**config.mk**
```make
export PLATFORM = sky130hd
export DESIGN_NAME = ref_sched
export DESIGN_NICKNAME = d
export VERILOG_FILES = /design/src/rtl/ref_sched_pkg.sv /design/src/rtl/ref_tick_gen.sv /design/src/rtl/ref_debt_ctr.sv /design/src/rtl/ref_phase_timer.sv /design/src/rtl/ref_sched.sv
export SDC_FILE = /design/constraint.sdc
export NUM_CORES = 1
export LEC_CHECK = 0
export CAP_MARGIN = 20
export CORE_MARGIN = 2
export CORE_UTILIZATION = 60
export CTS_CLUSTER_DIAMETER = 60
export DETAILED_ROUTE_END_ITERATION = 10
export PLACE_DENSITY = 0.79
export SLEW_MARGIN = 25
export SYNTH_ARGS = -nofsm -noshare
export SYNTH_HDL_FRONTEND = slang
export SYNTH_SLANG_ARGS = --single-unit
```
**constraint.sdc**
```tcl
create_clock -name clk -period 3.25 [get_ports clk]
set_input_delay 0.65 -clock clk [delete_from_list [all_inputs] [get_ports clk]]
set_output_delay 0.65 -clock clk [all_outputs]
set_load 0.02 [all_outputs]
```
**src/rtl/ref_sched_pkg.sv**
```systemverilog
package ref_sched_pkg;

  typedef enum logic [3:0] {
    ST_PWRUP,
    ST_IDLE,
    ST_HOST,
    ST_R_CSR,
    ST_R_RAS,
    ST_R_RP,
    ST_SR_CSR,
    ST_SR_HOLD,
    ST_SR_RPS
  } ref_state_e;

  typedef enum logic [1:0] {
    SR_NONE,
    SR_ENTER,
    SR_EXIT
  } sr_stage_e;

  // duration in ns -> whole clock cycles, rounded up
  function automatic int unsigned ns_to_cyc(int unsigned ns, int unsigned mhz);
    return (ns * mhz + 999) / 1000;
  endfunction

  function automatic int unsigned max2(int unsigned a, int unsigned b);
    return (a > b) ? a : b;
  endfunction

endpackage

```
**src/rtl/ref_tick_gen.sv**
```systemverilog
module ref_tick_gen #(
  parameter int unsigned PERIOD = 3900
) (
  input  logic clk,
  input  logic rst_n,
  input  logic run,
  output logic tick
);
  localparam int unsigned CW = (PERIOD > 2) ? $clog2(PERIOD) : 1;

  logic [CW-1:0] cnt;

  assign tick = run && (cnt == CW'(PERIOD - 1));

  always_ff @(posedge clk) begin
    if (!rst_n || !run) cnt <= '0;
    else if (tick)      cnt <= '0;
    else                cnt <= cnt + 1'b1;
  end
endmodule

```
**src/rtl/ref_debt_ctr.sv**
```systemverilog
module ref_debt_ctr #(
  parameter int unsigned MAX_LATE = 4
) (
  input  logic clk,
  input  logic rst_n,
  input  logic add,
  input  logic sub,
  input  logic clr,
  output logic pending,
  output logic overdue
);
  localparam int unsigned DW = $clog2(MAX_LATE + 2) + 1;
  localparam logic [DW-1:0] SAT = '1;

  logic [DW-1:0] debt;
  logic          late_q;

  assign pending = (debt != '0);
  assign overdue = late_q;

  always_ff @(posedge clk) begin
    if (!rst_n || clr)                         debt <= '0;
    else if (add && !sub && debt != SAT)       debt <= debt + 1'b1;
    else if (sub && !add && debt != '0)        debt <= debt - 1'b1;
  end

  always_ff @(posedge clk) begin
    if (!rst_n) late_q <= 1'b0;
    else        late_q <= late_q | (debt > DW'(MAX_LATE));
  end
endmodule

```
**src/rtl/ref_phase_timer.sv**
```systemverilog
module ref_phase_timer #(
  parameter int unsigned TW      = 16,
  parameter int unsigned RST_VAL = 0
) (
  input  logic          clk,
  input  logic          rst_n,
  input  logic          load,
  input  logic [TW-1:0] val,
  output logic          zero
);
  logic [TW-1:0] cnt;

  assign zero = (cnt == '0);

  always_ff @(posedge clk) begin
    if (!rst_n)     cnt <= TW'(RST_VAL);
    else if (load)  cnt <= val;
    else if (!zero) cnt <= cnt - 1'b1;
  end
endmodule

```
**src/rtl/ref_sched.sv**
```systemverilog
module ref_sched
  import ref_sched_pkg::*;
#(
  parameter int unsigned CLK_MHZ    = 250,
  parameter int unsigned PWRUP_NS   = 200000,
  parameter int unsigned REF_INT_NS = 15600,
  parameter int unsigned SR_MIN_NS  = 100000,
  parameter int unsigned CSR_NS     = 5,
  parameter int unsigned RAS_NS     = 50,
  parameter int unsigned RP_NS      = 30,
  parameter int unsigned RPS_NS     = 90,
  parameter int unsigned INIT_REFS  = 8,
  parameter int unsigned MAX_LATE   = 4
) (
  input  logic clk,
  input  logic rst_n,
  input  logic acc_req,
  input  logic sr_want,
  output logic acc_gnt,
  output logic ref_own,
  output logic ras_n,
  output logic cas_n,
  output logic we_n,
  output logic busy,
  output logic overdue
);
  localparam int unsigned PWRUP_C   = ns_to_cyc(PWRUP_NS, CLK_MHZ);
  localparam int unsigned REF_INT_C = ns_to_cyc(REF_INT_NS, CLK_MHZ);
  localparam int unsigned SR_MIN_C  = ns_to_cyc(SR_MIN_NS, CLK_MHZ);
  localparam int unsigned T_CSR_C   = max2(ns_to_cyc(CSR_NS, CLK_MHZ), 1);
  localparam int unsigned T_RAS_C   = max2(ns_to_cyc(RAS_NS, CLK_MHZ), 1);
  localparam int unsigned T_RP_C    = max2(ns_to_cyc(RP_NS, CLK_MHZ), 1);
  localparam int unsigned T_RPS_C   = max2(ns_to_cyc(RPS_NS, CLK_MHZ), 1);
  localparam int unsigned LONGEST   = max2(max2(PWRUP_C, SR_MIN_C),
                                           max2(max2(T_CSR_C, T_RAS_C), max2(T_RP_C, T_RPS_C)));
  localparam int unsigned TW        = $clog2(LONGEST + 1);
  localparam int unsigned IW        = $clog2(INIT_REFS + 1);

  ref_state_e     state, nxt_state;
  sr_stage_e      sr_stage, sr_nxt;
  logic [IW-1:0]  init_left;
  logic           ld;
  logic [TW-1:0]  ld_val;
  logic           phase_zero;

  // named events for the checker
  logic in_pwrup, ref_done, sr_enter_ev, tick, run, pending;

  assign in_pwrup = (state == ST_PWRUP);
  assign run      = (init_left == '0) && (sr_stage == SR_NONE);

  ref_phase_timer #(.TW(TW), .RST_VAL(PWRUP_C - 1)) u_phase (
    .clk(clk), .rst_n(rst_n), .load(ld), .val(ld_val), .zero(phase_zero)
  );

  ref_tick_gen #(.PERIOD(REF_INT_C)) u_tick (
    .clk(clk), .rst_n(rst_n), .run(run), .tick(tick)
  );

  ref_debt_ctr #(.MAX_LATE(MAX_LATE)) u_debt (
    .clk(clk), .rst_n(rst_n), .add(tick),
    .sub(ref_done && (init_left == '0)), .clr(sr_enter_ev),
    .pending(pending), .overdue(overdue)
  );

  always_comb begin
    nxt_state   = state;
    sr_nxt      = sr_stage;
    ld          = 1'b0;
    ld_val      = '0;
    ref_done    = 1'b0;
    sr_enter_ev = 1'b0;
    case (state)
      ST_PWRUP: if (phase_zero) begin
        nxt_state = ST_R_CSR; ld = 1'b1; ld_val = TW'(T_CSR_C - 1);
      end
      ST_IDLE: begin
        if (sr_want) begin
          sr_nxt = SR_ENTER; nxt_state = ST_R_CSR; ld = 1'b1; ld_val = TW'(T_CSR_C - 1);
        end else if (pending) begin
          nxt_state = ST_R_CSR; ld = 1'b1; ld_val = TW'(T_CSR_C - 1);
        end else if (acc_req) begin
          nxt_state = ST_HOST;
        end
      end
      ST_HOST: if (!acc_req) nxt_state = ST_IDLE;
      ST_R_CSR: if (phase_zero) begin
        nxt_state = ST_R_RAS; ld = 1'b1; ld_val = TW'(T_RAS_C - 1);
      end
      ST_R_RAS: if (phase_zero) begin
        nxt_state = ST_R_RP; ld = 1'b1; ld_val = TW'(T_RP_C - 1);
      end
      ST_R_RP: if (phase_zero) begin
        ref_done = 1'b1;
        if (init_left > IW'(1)) begin
          nxt_state = ST_R_CSR; ld = 1'b1; ld_val = TW'(T_CSR_C - 1);
        end else if (sr_stage == SR_ENTER) begin
          sr_enter_ev = 1'b1;
          nxt_state = ST_SR_CSR; ld = 1'b1; ld_val = TW'(T_CSR_C - 1);
        end else begin
          nxt_state = ST_IDLE; sr_nxt = SR_NONE;
        end
      end
      ST_SR_CSR: if (phase_zero) begin
        nxt_state = ST_SR_HOLD; ld = 1'b1; ld_val = TW'(SR_MIN_C - 1);
      end
      ST_SR_HOLD: if (phase_zero && !sr_want) begin
        nxt_state = ST_SR_RPS; ld = 1'b1; ld_val = TW'(T_RPS_C - 1);
      end
      ST_SR_RPS: if (phase_zero) begin
        sr_nxt = SR_EXIT; nxt_state = ST_R_CSR; ld = 1'b1; ld_val = TW'(T_CSR_C - 1);
      end
      default: nxt_state = ST_IDLE;
    endcase
  end

  always_ff @(posedge clk) begin
    if (!rst_n) begin
      state     <= ST_PWRUP;
      sr_stage  <= SR_NONE;
      init_left <= IW'(INIT_REFS);
    end else begin
      state    <= nxt_state;
      sr_stage <= sr_nxt;
      if (ref_done && init_left != '0) init_left <= init_left - 1'b1;
    end
  end

  assign ras_n   = !(state == ST_R_RAS || state == ST_SR_HOLD);
  assign cas_n   = !(state inside {ST_R_CSR, ST_R_RAS, ST_SR_CSR, ST_SR_HOLD});
  assign ref_own = state inside {ST_R_CSR, ST_R_RAS, ST_R_RP, ST_SR_CSR, ST_SR_HOLD, ST_SR_RPS};
  assign we_n    = 1'b1;
  assign acc_gnt = (state == ST_HOST);
  assign busy    = in_pwrup || (init_left != '0) || (sr_stage != SR_NONE);

endmodule

```
==> implementation parameters, run 1 <==
Parameter                              Value

Timing
  Period utilization    0.9155
  Hold slack final    0.4870 ns
  Final setup violation count    0
  Minimum clock period    2.975 ns
  Achievable frequency    336.1 MHz
  Final Slew Violations    0
  Summed negative setup slack over all endpoints    0 ns
  Final worst-path setup slack    0.2747 ns
  Setup clock skew after layout    0.009201 ns
  Worst-Margin Slew    0.6804 ns
  Final hold violations    0
  Remaining max-slew budget at the tightest pin    0.5455
  Unrepaired setup endpoints after global routing    no

Final layout
  Post-route cell area    0.002912 sq mm
  Fraction of layout cells with a size suffix above 1    0.1141
  Number of standard cells in the final layout excluding fillers    383
  Synthesis-to-layout area growth    12.20%
  Core utilization of the finished layout    0.7125
  Count of inserted antenna diode cells    0
  Net count reported at finish    344

Yosys
  Number of distinct standard cells referenced by the synthesized netlist    58
  Complex-gate fraction of the synthesized area    0.1818
  Area share of fa/ha/maj cells after synthesis    0.04147
  Post-synthesis share of cell area spent on xor and xnor gates    0.07425
  Sequential element share of the synthesized area    0.3317
  Synthesized flop and latch total    43
  Main combinational cell family by area after synthesis    simple AND/OR/NAND/NOR gates
  Share of synthesized cell area in and, or, nand and nor gates    0.3115
  Mux share of post-synthesis cell area    0.01977
  Average cell area after synthesis    8.212 sq um
  Number of instances in the synthesized netlist    316
  Number of enable-type register cells in the synthesized netlist    0
  Dominant register cell in the synthesized netlist    dfxtp_1
  Post-synthesis async set-or-reset flop share    0
  Post-Synthesis Cell Area    0.002595 sq mm
  Synthesized net count    328
  Yosys warnings    0

Floorplan
  Initial Utilization    0.6350
  Vert. Die Dim    69.77 microns
  IO Pins    11
  Die width    69.77 microns
  Standard-cell rows    23
  Total core area    0.004086 sq mm
  Floorplan die area    0.004867 sq mm

Power
  Cell-internal power    768.7 uW
  Largest voltage drop on the vdd net    0.2573 mV
  Static Leak    1.055 nW
  Clock network fraction of design power    0.430
  Design Power    979.8 uW
  Switching pwr    211.1 uW
  Combinational cell fraction of total power    0.028
  Flop pwr share    0.542
  Fraction of power spent switching nets    0.2155
  Pwr Density    336.5 mW/mm^2

CTS
  Maximum root-to-sink buffer count    2
  Number of buffers created by CTS    5
  Clock-pin transition on the worst setup and hold timing paths    0.09 ns
  Buffers inserted by post-CTS timing repair    0
  Clock insertion delay at the later pin of the skew report    0.30 ns
  Library cell used as clock root buffer    clkbuf_8
  # H-tree levels    2
  CTS tree    done
  Clock tree sinks    43

Global route
  Remaining global-route overflow    0
  Via count of the first global-routing pass    2,187
  First-pass GRT wire length    9970 microns
  Initial antenna violation count    0
  Largest net degree at the start of global routing    18
  Aggregate global-route resource usage    0.2512

Critical path
  Critical path endpoint category    flop
  Slack of the worst reg-to-reg path    0.27 ns
  Maximum fanout along the worst path    7
  Critical path type    reg -> reg
  Crit. Startpoint    init_left[1]$_SDFFE_PN0P_
  Data required time at the worst endpoint    3.45 ns
  Capture point of the worst reg-to-reg path    u_debt.debt[3]$_SDFFE_PP0P_
  Launch instance of the worst register-to-register path    init_left[1]$_SDFFE_PN0P_
  Number of cells traversed by the worst register-to-register path    12
  Element type at the critical path start    flop
  Endpoint of the most critical setup path    u_debt.debt[3]$_SDFFE_PP0P_
  Critical path data arrival time    3.18 ns

Placement
  DP Wirelength    4222 microns
  Final estimated routing congestion in global placement    0.8296
  Port bufs    9
  Worst slack, placed    0.1938 ns
  Area of placed instances    0.002795 sq mm
  Dpl cells    375

Drt
  Via total after detailed routing    2,410
  Final routed wirelength across all metal layers    6046 microns
  Number of remaining DRC errors    0
  Drt initial violations    229
  First drt pass iteration count    5
  Post-route ant nets    0
  Ratio of routed vias to standard cells    6.292
  Routed length per placed instance    15.79 microns

Flow run
  Total of max-cap violations    0

Min path
  Kind of path behind the tightest hold check    reg -> reg

Outcome
  Result of the run    completed
## Yosys cell counts (all sizes together), types with 7 or more instances
library cell,number,area [sq um]
dfxtp,43,860.8
nor2,25,93.84
nand2,23,86.33
nand3,20,100.1
o21ai,18,93.84
a21oi,16,80.08
xor2,16,140.1
clkbuf,12,45.04
inv,11,41.29
nor3,9,45.04
nand4,8,50.05
ha,7,87.58
nor4,7,50.05
## kinds of logic (layout without fill, tap and decap cells)
logic type / Yosys count / count (layout)
other: 1 / 1
adders and majority gates: 8 / 8
and+or+nand+nor: 142 / 142
buffers and inverters: 25 / 42
muxes: 5 / 5
AOI/OAI and AO/OA: 70 / 70
DFF: 43 / 43
xor gates and xnor gates: 22 / 22
## how the worst min path moves through the flow
stage                     slack, ns                startpoint                  endpoint  cells past startpoint
final                          0.49  u_tick.cnt[0]$_SDFF_PP0_  u_tick.cnt[0]$_SDFF_PP0_                      1
after global routing           0.50  u_tick.cnt[0]$_SDFF_PP0_  u_tick.cnt[0]$_SDFF_PP0_                      1
after CTS                      0.48  u_tick.cnt[0]$_SDFF_PP0_  u_tick.cnt[0]$_SDFF_PP0_                      1
after detailed placement       0.46  u_tick.cnt[0]$_SDFF_PP0_  u_tick.cnt[0]$_SDFF_PP0_                      1
after global placement         0.45  u_tick.cnt[0]$_SDFF_PP0_  u_tick.cnt[0]$_SDFF_PP0_                      1
after floorplan                0.43  u_tick.cnt[0]$_SDFF_PP0_  u_tick.cnt[0]$_SDFF_PP0_                      1
## critical path: stages, from the launching register on
cell and delay [ns]:
dfxtp_1 0.32, inv_1 0.10, ha_1 0.20, or3b_4 0.43
nor2_1 0.11, o211a_1 0.19, inv_1 0.07, ha_1 0.28
a21o_1 0.20, a2111oi_1 0.39, nand4_1 0.16, o21ai_2 0.09
mux2_2 0.33
## power by group through the flow
stage          sequential (mW)  clock [mW]  combinational (mW)
6_report                 0.531       0.422              0.0272
5_1_grt                  0.531       0.450              0.0302
4_1_cts                  0.531       0.425              0.0266
3_5_place_dp             0.543           0              0.0266
3_3_place_gp             0.543           0              0.0260
2_1_floorplan            0.543           0              0.0182
## metal layers
| layer | routed length, microns | up-vias | share of wire | track usage |
|---|---|---|---|---|
| met2 | 2819 | 66 | 0.47 | 0.3873 |
| met5 | 0 | - | 0 | 0 |
| met1 | 2805 | 1136 | 0.46 | 0.3390 |
| met3 | 290 | 14 | 0.048 | 0.04942 |
| li1 | - | 1194 | - | - |
| met4 | 131 | 0 | 0.022 | 0.1132 |
## registers in the layout, summed over array words and instances, names as in the netlist
signal,flops
init_left,4
sr_stage,2
state,4
u_debt.debt,4
u_debt.overdue,1
u_phase.cnt,16
u_tick.cnt,12
## placed cells by master (no fill, tap or decap), types with 3 or more instances in the layout
cell type / instances
nor3b_1: 5
o31ai_1: 6
nor2_1: 25
o21ai_0: 16
ha_1: 7
nand3_1: 20
inv_1: 11
or4_1: 3
or3b_2: 3
clkdlybuf4s50_1: 9
or3_1: 4
mux2i_1: 4
a211o_1: 3
or2_2: 3
clkbuf_8: 5
a21oi_1: 16
and3_1: 4
nand3b_1: 4
xnor2_1: 6
xor2_1: 16
nand2_1: 23
nand4_1: 8
dfxtp_1: 43
buf_4: 14
a21o_1: 4
nor3_1: 9
nor4_1: 6
a21boi_0: 3
and2_1: 5
nand4b_1: 4
and4_1: 3
## repair_timing
item,CTS,global route
hold buffers,0,0
resized for setup,0,2
endpoints found under the setup margin,0,1
## area by class of cell
type                    count  area (sq um)
clock inverters             3         43.79
repair buffers             23         195.2
well taps                  50         62.56
inverters                  11         41.29
fillers                   324          1175
clock buffers               5         68.82
multi-input cells         248          1639
flip-flops and latches     43         860.8
Power figures use the tool's default switching activity.
==> run 2, diff against run 1 <==
--- a/config.mk
+++ b/config.mk
@@ -10,6 +10,7 @@
 export CORE_UTILIZATION = 60
 export CTS_CLUSTER_DIAMETER = 60
 export DETAILED_ROUTE_END_ITERATION = 10
+export GPL_TIMING_DRIVEN = 0
 export PLACE_DENSITY = 0.79
 export SLEW_MARGIN = 25
 export SYNTH_ARGS = -nofsm -noshare
==> run 2 against run 1 <==
Effect of this change: hold slack got worse by 0.012 ns; flip-flop and latch count unchanged; die area is the same; largest power group unchanged; count of clock-buffer cells in the layout up 2; largest cell class unchanged; critical path depth is 8 lower; final area decreased by 0.69%; sequential power is essentially flat; core utilization shrank 0.49 points; power fell by 4.2%.
==> implementation parameters, run 2 (same netlist as run 1, synthesis figures left out) <==
Parameter                              Value

Final layout
  Number of standard cells in the final layout excluding fillers    382
  Post-route cell area    0.002892 sq mm
  Count of inserted antenna diode cells    0
  Flip-flop count of the largest register, all copies and words added    16
  Net count reported at finish    343
  Commonest cells after routing, fill and taps aside    dfxtp_1, nor2_1, nand2_1
  Largest reg by FF count    u_phase.cnt
  Most frequent standard cell in the layout excluding fill and tap cells    dfxtp_1
  Registers with the most flip-flops    u_phase.cnt x16, u_tick.cnt x12
  Synthesis-to-layout area growth    11.43%
  Fraction of layout cells with a size suffix above 1    0.09337

CTS
  Clock-pin transition on the worst setup and hold timing paths    0.08 ns
  Clock insertion delay at the later pin of the skew report    0.30 ns
  Clock tree sinks    43
  CTS tree    done
  # H-tree levels    2
  Number of buffers created by CTS    5
  Maximum root-to-sink buffer count    2
  Library cell used as clock root buffer    clkbuf_8
  Buffers inserted by post-CTS timing repair    0

Critical path
  Launch instance of the worst register-to-register path    init_left[1]$_SDFFE_PN0P_
  Slack of the worst reg-to-reg path    0.26 ns
  Highest-delay cell along the critical path    clkdlybuf4s50_1
  Cell-by-cell trace of the critical path    clkbuf_1 -> inv_1 -> nor4_1 -> clkdlybuf4s50_1
  Critical path endpoint category    output pin
  Capture point of the worst reg-to-reg path    u_debt.debt[3]$_SDFFE_PP0P_
  Critical path data arrival time    2.44 ns
  Number of cells traversed by the worst register-to-register path    12
  Maximum fanout along the worst path    10
  Worst path max stage delay    0.69 ns
  Critical path type    reg -> out
  Data required time at the worst endpoint    2.60 ns
  Element type at the critical path start    flop

Power
  Fraction of power spent switching nets    0.2184
  Largest voltage drop on the vdd net    0.2720 mV
  Design Power    939.0 uW
  Cell-internal power    733.9 uW
  Static Leak    1.025 nW
  Flop pwr share    0.565
  Clock network fraction of design power    0.403
  Switching pwr    205.1 uW
  Pwr Density    324.7 mW/mm^2
  Combinational cell fraction of total power    0.031

Floorplan
  Standard-cell rows    23
  IO Pins    11
  Vert. Die Dim    69.77 microns
  Total core area    0.004086 sq mm
  Floorplan die area    0.004867 sq mm
  Initial Utilization    0.6350
  Die width    69.77 microns

Placement
  Final estimated routing congestion in global placement    0.9175
  Dpl cells    375
  Area of placed instances    0.002748 sq mm
  DP Wirelength    4200 microns
  Port bufs    9

Timing
  Achievable frequency    324.1 MHz
  Minimum clock period    3.085 ns
  Unrepaired setup endpoints after global routing    no
  Final setup violation count    0
  Period utilization    0.9493
  Remaining max-slew budget at the tightest pin    0.3404
  Final Slew Violations    0
  Setup clock skew after layout    0.005895 ns
  Hold slack final    0.4751 ns
  Final hold violations    0
  Worst-Margin Slew    0.9872 ns

Min path
  Hold Crit Endpoint    u_tick.cnt[0]$_SDFF_PP0_
  Worst Min Path Start    u_tick.cnt[0]$_SDFF_PP0_
  Worst Hold Path Cells    1
  Kind of path behind the tightest hold check    reg -> reg

Outcome
  Result of the run    completed

Global route
  Via count of the first global-routing pass    2,202
  Aggregate global-route resource usage    0.2461
  First-pass GRT wire length    9922 microns
  GR Layer Usage met1    0.3388
  Peak-usage layer in the global routing report    met2
  Initial antenna violation count    0
  Met2 Resource Use GR    0.3852
  Remaining global-route overflow    0
  Largest net degree at the start of global routing    14
  Met3 usage in global routing    0.03779

Flow run
  Total of max-cap violations    0

Drt
  Final routed wirelength across all metal layers    5895 microns
  Post-route ant nets    0
  Via total after detailed routing    2,401
  Ratio of routed vias to standard cells    6.285
  First drt pass iteration count    5
  Drt initial violations    228
  Routed length per placed instance    15.43 microns
  Number of remaining DRC errors    0
==> run 2: cell type report <==
class                   instances  area (sq um)
clock inverters                 1         7.507
inverters                      11         41.29
repair buffers                  9         90.09
clock buffers                   7         96.34
multi-input cells             248          1679
fillers                       341          1195
plain buffers                  13         53.80
well taps                      50         62.56
flip-flops and latches         43         860.8
==> run 2: worst max-delay path: cells and delay by family (launching register included) <==
family | cells | cell delay, ns
buffers and inverters | 3 | 1.25
flip-flops | 1 | 0.45
AND/OR/NAND/NOR | 1 | 0.43
==> run 2: power by group through the flow <==
stage	clock, mW	sequential, mW	combinational [mW]
5_1_grt	0.409	0.532	0.0325
3_5_place_dp	0	0.543	0.0286
6_report	0.379	0.531	0.0295
3_3_place_gp	0	0.543	0.0283
2_1_floorplan	0	0.543	0.0182
4_1_cts	0.386	0.531	0.0288
==> run 2: metrics by stage <==
step,worst slack (ns),setup TNS (ns),util
2_1_floorplan,0.2779,0,-
3_3_place_gp,-0.1713,-0.1713,0.6724
3_5_place_dp,-0.1988,-0.1988,0.6724
4_1_cts,0.009934,0,0.7009
5_1_grt,0.07054,0,0.7076
6_report,0.1648,0,0.7076
==> run 2: worst max-delay path by stage <==
stage,startpoint,to,depth (start not counted)
after floorplan,init_left[0]$_SDFFE_PN0P_,u_debt.debt[3]$_SDFFE_PP0P_,13
after global placement,u_phase.cnt[0]$_SDFFE_PN1P_,u_debt.debt[3]$_SDFFE_PP0P_,12
after detailed placement,u_phase.cnt[0]$_SDFFE_PN1P_,u_debt.debt[3]$_SDFFE_PP0P_,12
after CTS,init_left[1]$_SDFFE_PN0P_,u_debt.debt[3]$_SDFFE_PP0P_,13
after global routing,state[1]$_SDFFE_PN0P_,acc_gnt,4
final,state[1]$_SDFFE_PN0P_,acc_gnt,4
==> run 2: metal layers <==
layer / wire length [microns] / vias up
li1: - / 1193
met1: 2807 / 1109
met2: 2698 / 88
met3: 324 / 11
met4: 64 / 0
met5: 0 / -
==> run 2: repair_timing <==
item,CTS,global route
resized for setup,3,6
endpoints found under the setup margin,1,1
hold buffers,0,0
gates cloned,0,0
pin swaps,0,0
==> run 3, diff against run 2 <==
--- a/config.mk
+++ b/config.mk
@@ -7,11 +7,11 @@
 export LEC_CHECK = 0
 export CAP_MARGIN = 20
 export CORE_MARGIN = 2
-export CORE_UTILIZATION = 60
+export CORE_UTILIZATION = 50
 export CTS_CLUSTER_DIAMETER = 60
 export DETAILED_ROUTE_END_ITERATION = 10
 export GPL_TIMING_DRIVEN = 0
-export PLACE_DENSITY = 0.79
+export PLACE_DENSITY = 0.68
 export SLEW_MARGIN = 25
 export SYNTH_ARGS = -nofsm -noshare
 export SYNTH_HDL_FRONTEND = slang
==> run 3 against run 2 <==
Effect of this change: die area is 19% higher; via count is 2.5% lower; non-clock buffer count is 1 higher; count of clock-buffer cells in the layout is 1 lower; core utilization is 13 points lower; fmax is 0.66% higher; critical path depth stayed put; sequential power hardly changed; power is 4.9% lower; worst setup slack better by 0.020 ns; clock skew is 0.0066 ns higher; global-route usage is 2.9 points lower; critical path type unchanged; critical endpoint unchanged.
==> implementation parameters, run 3 (same netlist as run 1, synthesis figures left out) <==
Parameter                              Value

Flow run
  Total of max-cap violations    0

Placement
  Final estimated routing congestion in global placement    0.9017
  Area of placed instances    0.002773 sq mm
  Port bufs    9
  DP Wirelength    4356 microns

Drt
  Number of remaining DRC errors    0
  Drt initial violations    148
  Post-route ant nets    0
  First drt pass iteration count    5
  Via total after detailed routing    2,340
  Ratio of routed vias to standard cells    5.806
  Final routed wirelength across all metal layers    5990 microns
  Routed length per placed instance    14.86 microns

Global route
  First-pass GRT wire length    10,400 microns
  Via count of the first global-routing pass    2,213
  Remaining global-route overflow    0
  Initial antenna violation count    0
  Largest net degree at the start of global routing    14
  Aggregate global-route resource usage    0.2168

CTS
  Clock-pin transition on the worst setup and hold timing paths    0.09 ns
  # H-tree levels    2
  Maximum root-to-sink buffer count    2
  Number of buffers created by CTS    5
  CTS tree    done
  Clock tree sinks    43
  Hold buffer count at cts    0
  Clock insertion delay at the later pin of the skew report    0.29 ns
  Library cell used as clock root buffer    clkbuf_8

Timing
  Minimum clock period    3.065 ns
  Period utilization    0.9431
  Remaining max-slew budget at the tightest pin    0.3862
  Hold slack final    0.4652 ns
  Achievable frequency    326.3 MHz
  Unrepaired setup endpoints after global routing    no
  Final setup violation count    0
  Worst-Margin Slew    0.9187 ns
  Final Slew Violations    0
  Setup clock skew after layout    0.01247 ns
  Final hold violations    0

Final layout
  Number of inserted filler cells in the final layout    496
  Largest reg by FF count    u_phase.cnt
  Area of combinational cells with multiple inputs    0.001685 sq mm
  Registers with the most flip-flops    u_phase.cnt x16, u_tick.cnt x12
  Flip-flop count of the largest register, all copies and words added    16
  Count of inserted antenna diode cells    0
  Net count reported at finish    344
  Most frequent standard cell in the layout excluding fill and tap cells    dfxtp_1
  Commonest cells after routing, fill and taps aside    dfxtp_1, nor2_1, nand2_1
  Synthesis-to-layout area growth    12.20%
  Post-route cell area    0.002912 sq mm
  Register Area    860.8 sq um
  Fraction of layout cells with a size suffix above 1    0.09610

Floorplan
  Floorplan die area    0.005782 sq mm
  Total core area    0.005042 sq mm
  Standard-cell rows    26
  Die width    76.04 microns
  IO Pins    11
  Vert. Die Dim    76.04 microns
  Initial Utilization    0.5146

Critical path
  Critical path type    reg -> out
  Slack of the worst reg-to-reg path    0.25 ns
  Highest-delay cell along the critical path    clkdlybuf4s50_1
  Maximum fanout along the worst path    10
  Critical path data arrival time    2.41 ns
  Element type at the critical path start    flop
  Buffers & Inverters on Critical Path    3
  Launch instance of the worst register-to-register path    init_left[0]$_SDFFE_PN0P_
  Cell-by-cell trace of the critical path    clkbuf_1 -> inv_1 -> nor4_1 -> clkdlybuf4s50_1
  Critical path endpoint category    output pin
  CP delay by family, top    buffers and inverters
  Worst path max stage delay    0.69 ns
  Data required time at the worst endpoint    2.60 ns
  Crit. Startpoint    state[1]$_SDFFE_PN0P_

Power
  Pwr Density    306.7 mW/mm^2
  Flop pwr share    0.595
  Switching pwr    202.0 uW
  Fraction of power spent switching nets    0.2262
  Largest voltage drop on the vdd net    0.2574 mV
  Static Leak    1.023 nW
  Combinational cell fraction of total power    0.033
  Cell-internal power    691.0 uW
  Clock network fraction of design power    0.373

Outcome
  Result of the run    completed

Min path
  Kind of path behind the tightest hold check    reg -> reg
  Worst Min Path Start    u_tick.cnt[0]$_SDFF_PP0_
## run 3: cell types whose count changed in the layout (fill, tap and decap cells not counted), sizes merged
| cell | delta |
|---|---|
| buf | +1 |
| clkbuf | -1 |
| clkinv | +1 |
## run 3: worst paths after layout
path | end | cells past startpoint
worst min register to register | u_tick.cnt[0]$_SDFF_PP0_ | 1
worst min-delay path | u_tick.cnt[0]$_SDFF_PP0_ | 1
worst max register to register | u_debt.debt[3]$_SDFFE_PP0P_ | 12
worst max-delay path | acc_gnt | 4
## run 3: power groups by stage
stage | Combinational (mW) | Sequential [mW] | Clock [mW]
5_1_grt | 0.0327 | 0.531 | 0.365
2_1_floorplan | 0.0182 | 0.543 | 0
3_3_place_gp | 0.0288 | 0.543 | 0
3_5_place_dp | 0.0290 | 0.543 | 0
6_report | 0.0291 | 0.531 | 0.333
4_1_cts | 0.0292 | 0.531 | 0.342
## run 3: routing by layer
| metal | vias to the layer above | routed length (microns) | track usage |
|---|---|---|---|
| met4 | 0 | 87 | 0.06909 |
| met1 | 1099 | 2917 | 0.2945 |
| met2 | 41 | 2805 | 0.3527 |
| li1 | 1191 | - | - |
| met5 | - | 0 | 0 |
| met3 | 9 | 179 | 0.03791 |
## run 3: cell type report
| class | instances | share of cell area |
|---|---|---|
| plain buffers | 13 | 0.01848 |
| clock buffers | 6 | 0.02492 |
| clock inverters | 2 | 0.004297 |
| inverters | 11 | 0.01418 |
| multi-input cells | 248 | 0.5789 |
| flip-flops and latches | 43 | 0.2957 |
| well taps | 70 | 0.03008 |
| repair buffers | 10 | 0.03352 |
## run 3: metrics by stage
stage / setup TNS [ns] / utilization / cells / worst slack [ns] / power (mW)
floorplan: 0 / - / 316 / 0.2779 / 0.5608
global placement: -0.2354 / 0.5499 / 395 / -0.2354 / 0.5720
detailed placement: -0.2295 / 0.5499 / 395 / -0.2295 / 0.5721
CTS: 0 / 0.5692 / 403 / 0.02195 / 0.9022
global route: 0 / 0.5774 / 403 / 0.04656 / 0.9294
finish: 0 / 0.5774 / 403 / 0.1851 / 0.8930
## run 3: repair_timing
| action | in CTS | in global routing |
|---|---|---|
| setup endpoints to repair | 1 | 2 |
| buffers inserted | 0 | 1 |
| cloned | 0 | 0 |
| pin swaps | 0 | 1 |
| gates resized for setup | 3 | 7 |
